### config.mk
export PLATFORM = sky130hd
export DESIGN_NAME = gs_mfclk_div
export DESIGN_NICKNAME = d
export VERILOG_FILES = /design/src/rtl/gs_pkg.sv /design/src/rtl/gs_target_sel.sv /design/src/rtl/gs_src_model.sv /design/src/rtl/gs_div_core.sv /design/src/rtl/gs_out_shaper.sv /design/src/rtl/gs_mfclk_div.sv
export SDC_FILE = /design/constraint.sdc
export NUM_CORES = 1
export LEC_CHECK = 0
export CORE_ASPECT_RATIO = 1.2
export CORE_MARGIN = 2
export CORE_UTILIZATION = 44
export DETAILED_ROUTE_END_ITERATION = 10
export GPL_TIMING_DRIVEN = 0
export PLACE_DENSITY = 0.63
export SLEW_MARGIN = 0
export SYNTH_ARGS = -nofsm -noshare
export SYNTH_HDL_FRONTEND = slang
export SYNTH_SLANG_ARGS = --single-unit
export TNS_END_PERCENT = 100
### constraint.sdc
create_clock -name clk -period 5.8 [get_ports clk]
set_input_delay 1.16 -clock clk [delete_from_list [all_inputs] [get_ports clk]]
set_output_delay 1.16 -clock clk [all_outputs]
set_load 0.01 [all_outputs]
### src/rtl/gs_pkg.sv
package gs_pkg;

  typedef enum logic [1:0] {
    GS_F32 = 2'd0,
    GS_F24 = 2'd1,
    GS_F16 = 2'd2,
    GS_F4  = 2'd3
  } gs_code_e;

  localparam gs_code_e    GS_BASE      = GS_F32;
  localparam gs_code_e    GS_LOW       = GS_F4;
  localparam int unsigned GS_MAX_RATIO = 8;

  // oscillator cycles per output period
  function automatic int unsigned gs_ratio(input gs_code_e c);
    unique case (c)
      GS_F32:  return 8;
      GS_F24:  return 6;
      GS_F16:  return 4;
      GS_F4:   return 1;
      default: return 8;
    endcase
  endfunction

  // reference cycles per oscillator cycle
  function automatic int unsigned gs_step(input int unsigned period, input gs_code_e c);
    return period / gs_ratio(c);
  endfunction

  // position inside the output period, in reference cycles
  function automatic int unsigned gs_phase(input int unsigned period, input gs_code_e c,
                                           input int unsigned div_i, input int unsigned osc_i);
    return div_i * gs_step(period, c) + osc_i;
  endfunction

endpackage

### src/rtl/gs_target_sel.sv
module gs_target_sel
  import gs_pkg::*;
(
  input  logic       clk,
  input  logic       rst_n,
  input  logic [1:0] freq_sel,
  input  logic       stop_mode,
  input  logic       gs_en,
  output logic       gear_req,
  output gs_code_e   pend_code
);

  gs_code_e target;

  // a gear shift overrides any user code in the same cycle
  assign gear_req = gs_en & stop_mode;
  assign target   = gear_req ? GS_LOW : gs_code_e'(freq_sel);

  always_ff @(posedge clk or negedge rst_n) begin
    if (!rst_n) pend_code <= GS_BASE;
    else        pend_code <= target;
  end

endmodule

### src/rtl/gs_src_model.sv
module gs_src_model
  import gs_pkg::*;
#(
  parameter  int unsigned OUT_PERIOD = 24,
  localparam int unsigned CW         = $clog2(OUT_PERIOD)
) (
  input  logic          clk,
  input  logic          rst_n,
  input  gs_code_e      act_code,
  input  logic          restart,
  output logic [CW-1:0] osc_cnt,
  output logic          osc_wrap
);

  logic [CW-1:0] step_m1;

  assign step_m1  = CW'(gs_step(OUT_PERIOD, act_code) - 1);
  assign osc_wrap = (osc_cnt == step_m1);

  always_ff @(posedge clk or negedge rst_n) begin
    if (!rst_n)                   osc_cnt <= '0;
    else if (restart || osc_wrap) osc_cnt <= '0;
    else                          osc_cnt <= osc_cnt + 1'b1;
  end

endmodule

### src/rtl/gs_div_core.sv
module gs_div_core
  import gs_pkg::*;
#(
  localparam int unsigned DW = $clog2(GS_MAX_RATIO)
) (
  input  logic          clk,
  input  logic          rst_n,
  input  logic          osc_wrap,
  input  gs_code_e      pend_code,
  output logic [DW-1:0] div_cnt,
  output gs_code_e      act_code,
  output logic          terminal,
  output logic          shift_done
);

  logic [DW-1:0] last_cnt;

  assign last_cnt = DW'(gs_ratio(act_code) - 1);
  assign terminal = osc_wrap && (div_cnt == last_cnt);

  always_ff @(posedge clk or negedge rst_n) begin
    if (!rst_n) begin
      div_cnt    <= '0;
      act_code   <= GS_BASE;
      shift_done <= 1'b0;
    end else begin
      shift_done <= terminal && (pend_code != act_code);
      if (terminal) begin
        div_cnt  <= '0;
        act_code <= pend_code;
      end else if (osc_wrap) begin
        div_cnt  <= div_cnt + 1'b1;
      end
    end
  end

endmodule

### src/rtl/gs_out_shaper.sv
module gs_out_shaper
  import gs_pkg::*;
#(
  parameter  int unsigned OUT_PERIOD = 24,
  localparam int unsigned CW         = $clog2(OUT_PERIOD),
  localparam int unsigned DW         = $clog2(GS_MAX_RATIO),
  localparam int unsigned HALF       = OUT_PERIOD / 2
) (
  input  logic          clk,
  input  logic          rst_n,
  input  gs_code_e      act_code,
  input  logic [CW-1:0] osc_cnt,
  input  logic [DW-1:0] div_cnt,
  output logic          mf_clk,
  output logic          mf_tick,
  output logic          src_tick
);

  logic [CW-1:0] pos;

  assign pos = CW'(gs_phase(OUT_PERIOD, act_code, 32'(div_cnt), 32'(osc_cnt)));

  always_ff @(posedge clk or negedge rst_n) begin
    if (!rst_n) begin
      mf_clk   <= 1'b0;
      mf_tick  <= 1'b0;
      src_tick <= 1'b0;
    end else begin
      mf_clk   <= (pos < CW'(HALF));
      mf_tick  <= (pos == '0);
      src_tick <= (osc_cnt == '0);
    end
  end

endmodule

### src/rtl/gs_mfclk_div.sv
module gs_mfclk_div
  import gs_pkg::*;
#(
  parameter  int unsigned OUT_PERIOD = 24,
  localparam int unsigned CW         = $clog2(OUT_PERIOD),
  localparam int unsigned DW         = $clog2(GS_MAX_RATIO)
) (
  input  logic       clk,
  input  logic       rst_n,
  input  logic [1:0] freq_sel,
  input  logic       stop_mode,
  input  logic       gs_en,
  output logic       mf_clk,
  output logic       mf_tick,
  output logic       src_tick,
  output logic [1:0] act_code,
  output logic       shift_done
);

  // named internal events, used by the bound checker
  logic          gear_req;
  gs_code_e      pend_code;
  gs_code_e      act_q;
  logic          terminal;
  logic          osc_wrap;
  logic [CW-1:0] osc_cnt;
  logic [DW-1:0] div_cnt;

  gs_target_sel u_sel (
    .clk       (clk),
    .rst_n     (rst_n),
    .freq_sel  (freq_sel),
    .stop_mode (stop_mode),
    .gs_en     (gs_en),
    .gear_req  (gear_req),
    .pend_code (pend_code)
  );

  gs_src_model #(.OUT_PERIOD(OUT_PERIOD)) u_src (
    .clk      (clk),
    .rst_n    (rst_n),
    .act_code (act_q),
    .restart  (terminal),
    .osc_cnt  (osc_cnt),
    .osc_wrap (osc_wrap)
  );

  gs_div_core u_div (
    .clk        (clk),
    .rst_n      (rst_n),
    .osc_wrap   (osc_wrap),
    .pend_code  (pend_code),
    .div_cnt    (div_cnt),
    .act_code   (act_q),
    .terminal   (terminal),
    .shift_done (shift_done)
  );

  gs_out_shaper #(.OUT_PERIOD(OUT_PERIOD)) u_out (
    .clk      (clk),
    .rst_n    (rst_n),
    .act_code (act_q),
    .osc_cnt  (osc_cnt),
    .div_cnt  (div_cnt),
    .mf_clk   (mf_clk),
    .mf_tick  (mf_tick),
    .src_tick (src_tick)
  );

  assign act_code = act_q;

endmodule

==> impl_results.md <==
- FILL cells: 254
- CP top delay family: adder cells
- # IOs: 12
- Clk sinks: 16
- Crit-path max cell delay: 0.56 ns
- Maxcap violations: 0
- Pwr dens: 646 nW/um^2
- Mean Syn Cell Area: 11.0 um^2
- WS Path Type: reg -> reg
- Placed inst area: 1350 um^2
- Core area: 2550 um^2
- Hold Startpoint: u_sel.pend_code[0]
- Critical path buffers and inverters: 2
- Synth area leader: dfrtp_1
- Initial DRT Pass Iterations: 4
- Synth async-reset ratio: 1.00
- Min-delay worst type: reg -> reg
- Fmax: 286 MHz
- Hold Crit Endpoint: u_div.act_code[0]
- First-pass GRT wire length: 3490 um
- CTS Root Cell: clkbuf_4
- Gate Count Post-Synth: 109
- Setup bufs post-CTS: 0
- Sequential cell area fraction in the yosys report: 0.334
- Tcrit/Tclk final: 0.602
- Signal arrival time at the worst endpoint: 3.70 ns
- Total Power: 887 uW
- Leak pwr: 0.000669 uW
- Setup ws final: 2.31 ns
- WL per Instance: 13.0 um
- RR Endpoint: u_out.mf_clk
- CTS Hold Bufs: 0
- Most used flip-flop cell after synthesis: dfrtp_1
- Least-Margin Pin Slew: 0.701 ns
- Syn Std Cell Area: 1200 um^2
- Share of cells above drive strength 1: 0.0650
- Port bufs: 11
- Clock latency on the worst-skew pair: 0.27 ns
- Synth top area share: 0.334
- Die area: 3160 um^2
- Die Span X: 51.7 um
- Final instance area: 1370 um^2
- Setup tns final: 0 ns
- Top-count cell post-synth: dfrtp_1
- Grt total ovfl: 0
- Status: finished, final reports clean
- GRT Total Usage: 0.148
- Number of setup violations in the final report: 0
- N_diodes: 0
- Vias per inst: 4.96
- Synthesized Nets: 135
- RSZ-0062 raised after global routing: no
- Vias: 774
- CTS tree: built
- Top post-synthesis cells by count: 16 x dfrtp_1, 15 x ha_1, 11 x inv_1
- Final critical-path required period: 3.49 ns
- Worst reg2reg path depth: 11
- HPWL after DPL: 1630 um
- Nature of the critical path endpoint: flip-flop
- Worst Hold Depth: 1
- Synth Warn #: 0
- H-tree depth: 1
- Crit-path cells: inv_1 > ha_1 > o21ai_0 > fa_1 > inv_1 > fa_1 > ha_1 > a21o_1 > a21oi_1 > xnor3_1 > a21oi_1
- Crit-path max FO: 9
- Post-route antenna net violation count: 0
- FF-to-FF Start: u_div.act_code[1]
- Layout Nets: 151
- Final WL: 2030 um
- CP Depth: 11
- Slew Viols, Final: 0
- Core Rows: 20
- CTS Buf Count: 3
- Crit-path slowest cell: dfrtp_1
- RePlAce Congestion: 0.757
- Met3 usage: 0.00728
- DRC Markers: 0
- Global route hottest layer: met2
- Post-CTS sizing: 0
- Area contributors post-synth: dfrtp_1 33%, ha_1 16%, fa_1 8.3%, xnor2_1 5.8%, xor2_1 5.8%
- Clock skew: 0.00238 ns
- Reg2Reg Setup Slack: 2.31 ns
- Maximum buffer depth of the clock tree: 2
- Initial antenna violation count: 0
- GR Util met1: 0.191
- Yosys reg bits: 16
- Post-synth EDFFs: 0
- Iter 0 DRT Violations: 5
- Starting Density: 0.470
- Fin Hold WS: 0.534 ns
- Yosys cell types: 29
- Vias in the first global route: 796
- Pre-CTS setup slack: 2.29 ns
- Synth-to-Final Area Change: 14.5%
- Largest net degree at the start of global routing: 17
- Max IR drop VDD: 365 uV
- Critical Path RT: 6.00 ns
- Clock-pin slew on the worst setup and hold paths: 0.08 ns
- CP startpoint kind: flip-flop
- Met2 GRT Util: 0.266
- Die Span Y: 61.2 um
- Endpoints failing hold: 0
- Rel. slew slack: 0.531
worst register-to-register path, stage by stage, from the launching register on:
cell     delay, ns
dfrtp_1       0.56
inv_1         0.17
ha_1          0.24
o21ai_0       0.25
fa_1          0.45
inv_1         0.09
fa_1          0.47
ha_1          0.32
a21o_1        0.18
a21oi_1       0.14
xnor3_1       0.42
a21oi_1       0.13
worst max-delay path by stage:
stage | from | endpoint | slack (ns)
6_report | u_div.act_code[1] | u_out.mf_clk | 2.31
4_1_cts | u_div.act_code[1] | u_out.mf_clk | 2.27
5_1_grt | u_div.act_code[1] | u_out.mf_clk | 2.01
2_1_floorplan | u_div.act_code[1] | u_out.mf_clk | 2.54
3_5_place_dp | u_div.act_code[1] | u_out.mf_clk | 2.29
3_3_place_gp | u_div.act_code[1] | u_out.mf_clk | 2.39
metrics by stage:
| stage | utilization | instances |
|---|---|---|
| 3_5_place_dp | 0.529 | 153 |
| 3_3_place_gp | 0.529 | 153 |
| 5_1_grt | 0.538 | 156 |
| 2_1_floorplan | - | 109 |
| 4_1_cts | 0.538 | 156 |
| 6_report | 0.538 | 156 |
per-layer routing:
metal	wire [um]	part of all wire
met2	990	0.49
met4	25	0.012
met1	968	0.48
met3	43	0.021
met5	0	0
cell usage in the layout, fill, tap and decap left out:
master,count
dfrtp_1,16
ha_1,15
inv_1,11
clkdlybuf4s50_1,11
xnor2_1,8
xor2_1,8
nand2_1,7
nor2_1,5
fa_1,5
and2_1,3
a21o_1,3
a21oi_1,3
mux2_2,3
clkbuf_4,3
nand3_1,2
nand2b_1,2
mux2i_1,2
o21ai_0,2
xnor3_1,2
nor4_4,1
clkbuf_2,1
nor2b_1,1
clkbuf_1,1
nand4_1,1
o21a_1,1
or4_1,1
nor4b_1,1
o211ai_1,1
a211o_1,1
o221ai_1,1
o22ai_1,1
kinds of logic (layout without fill, tap and decap cells):
logic type	Yosys count	count (layout)	share of synthesized area
adders and majority gates	20	20	0.240
xor gates and xnor gates	18	18	0.154
AOI/OAI and AO/OA	13	13	0.0720
muxes	5	5	0.0448
and+or+nand+nor	24	24	0.114
DFF	16	16	0.334
buffers and inverters	13	27	0.0417
layout make-up:
class / instances / area (um^2) / area share
tap: 33 / 41.3 / 0.0301
multi-input combinational: 80 / 749 / 0.546
buffer: 2 / 8.76 / 0.00638
sequential: 16 / 400 / 0.291
clock buffer: 3 / 22.5 / 0.0164
timing repair buffer: 11 / 110 / 0.0801
inverter: 11 / 41.3 / 0.0301
registers in the layout, indices dropped and copies added (netlist names):
name / cells
u_out.src_tick: 1
u_sel.pend_code: 2
u_src.osc_cnt: 5
u_div.shift_done: 1
u_out.mf_clk: 1
u_div.div_cnt: 3
u_out.mf_tick: 1
u_div.act_code: 2
power breakdown:
group	switching (uW)	leakage, uW	internal [uW]
combinational	292	0.000465	322
sequential	63.7	0.000190	154
clock	31.1	0.0000138	24.0
total	387	0.000669	500
(Power assumes the default switching activity.)
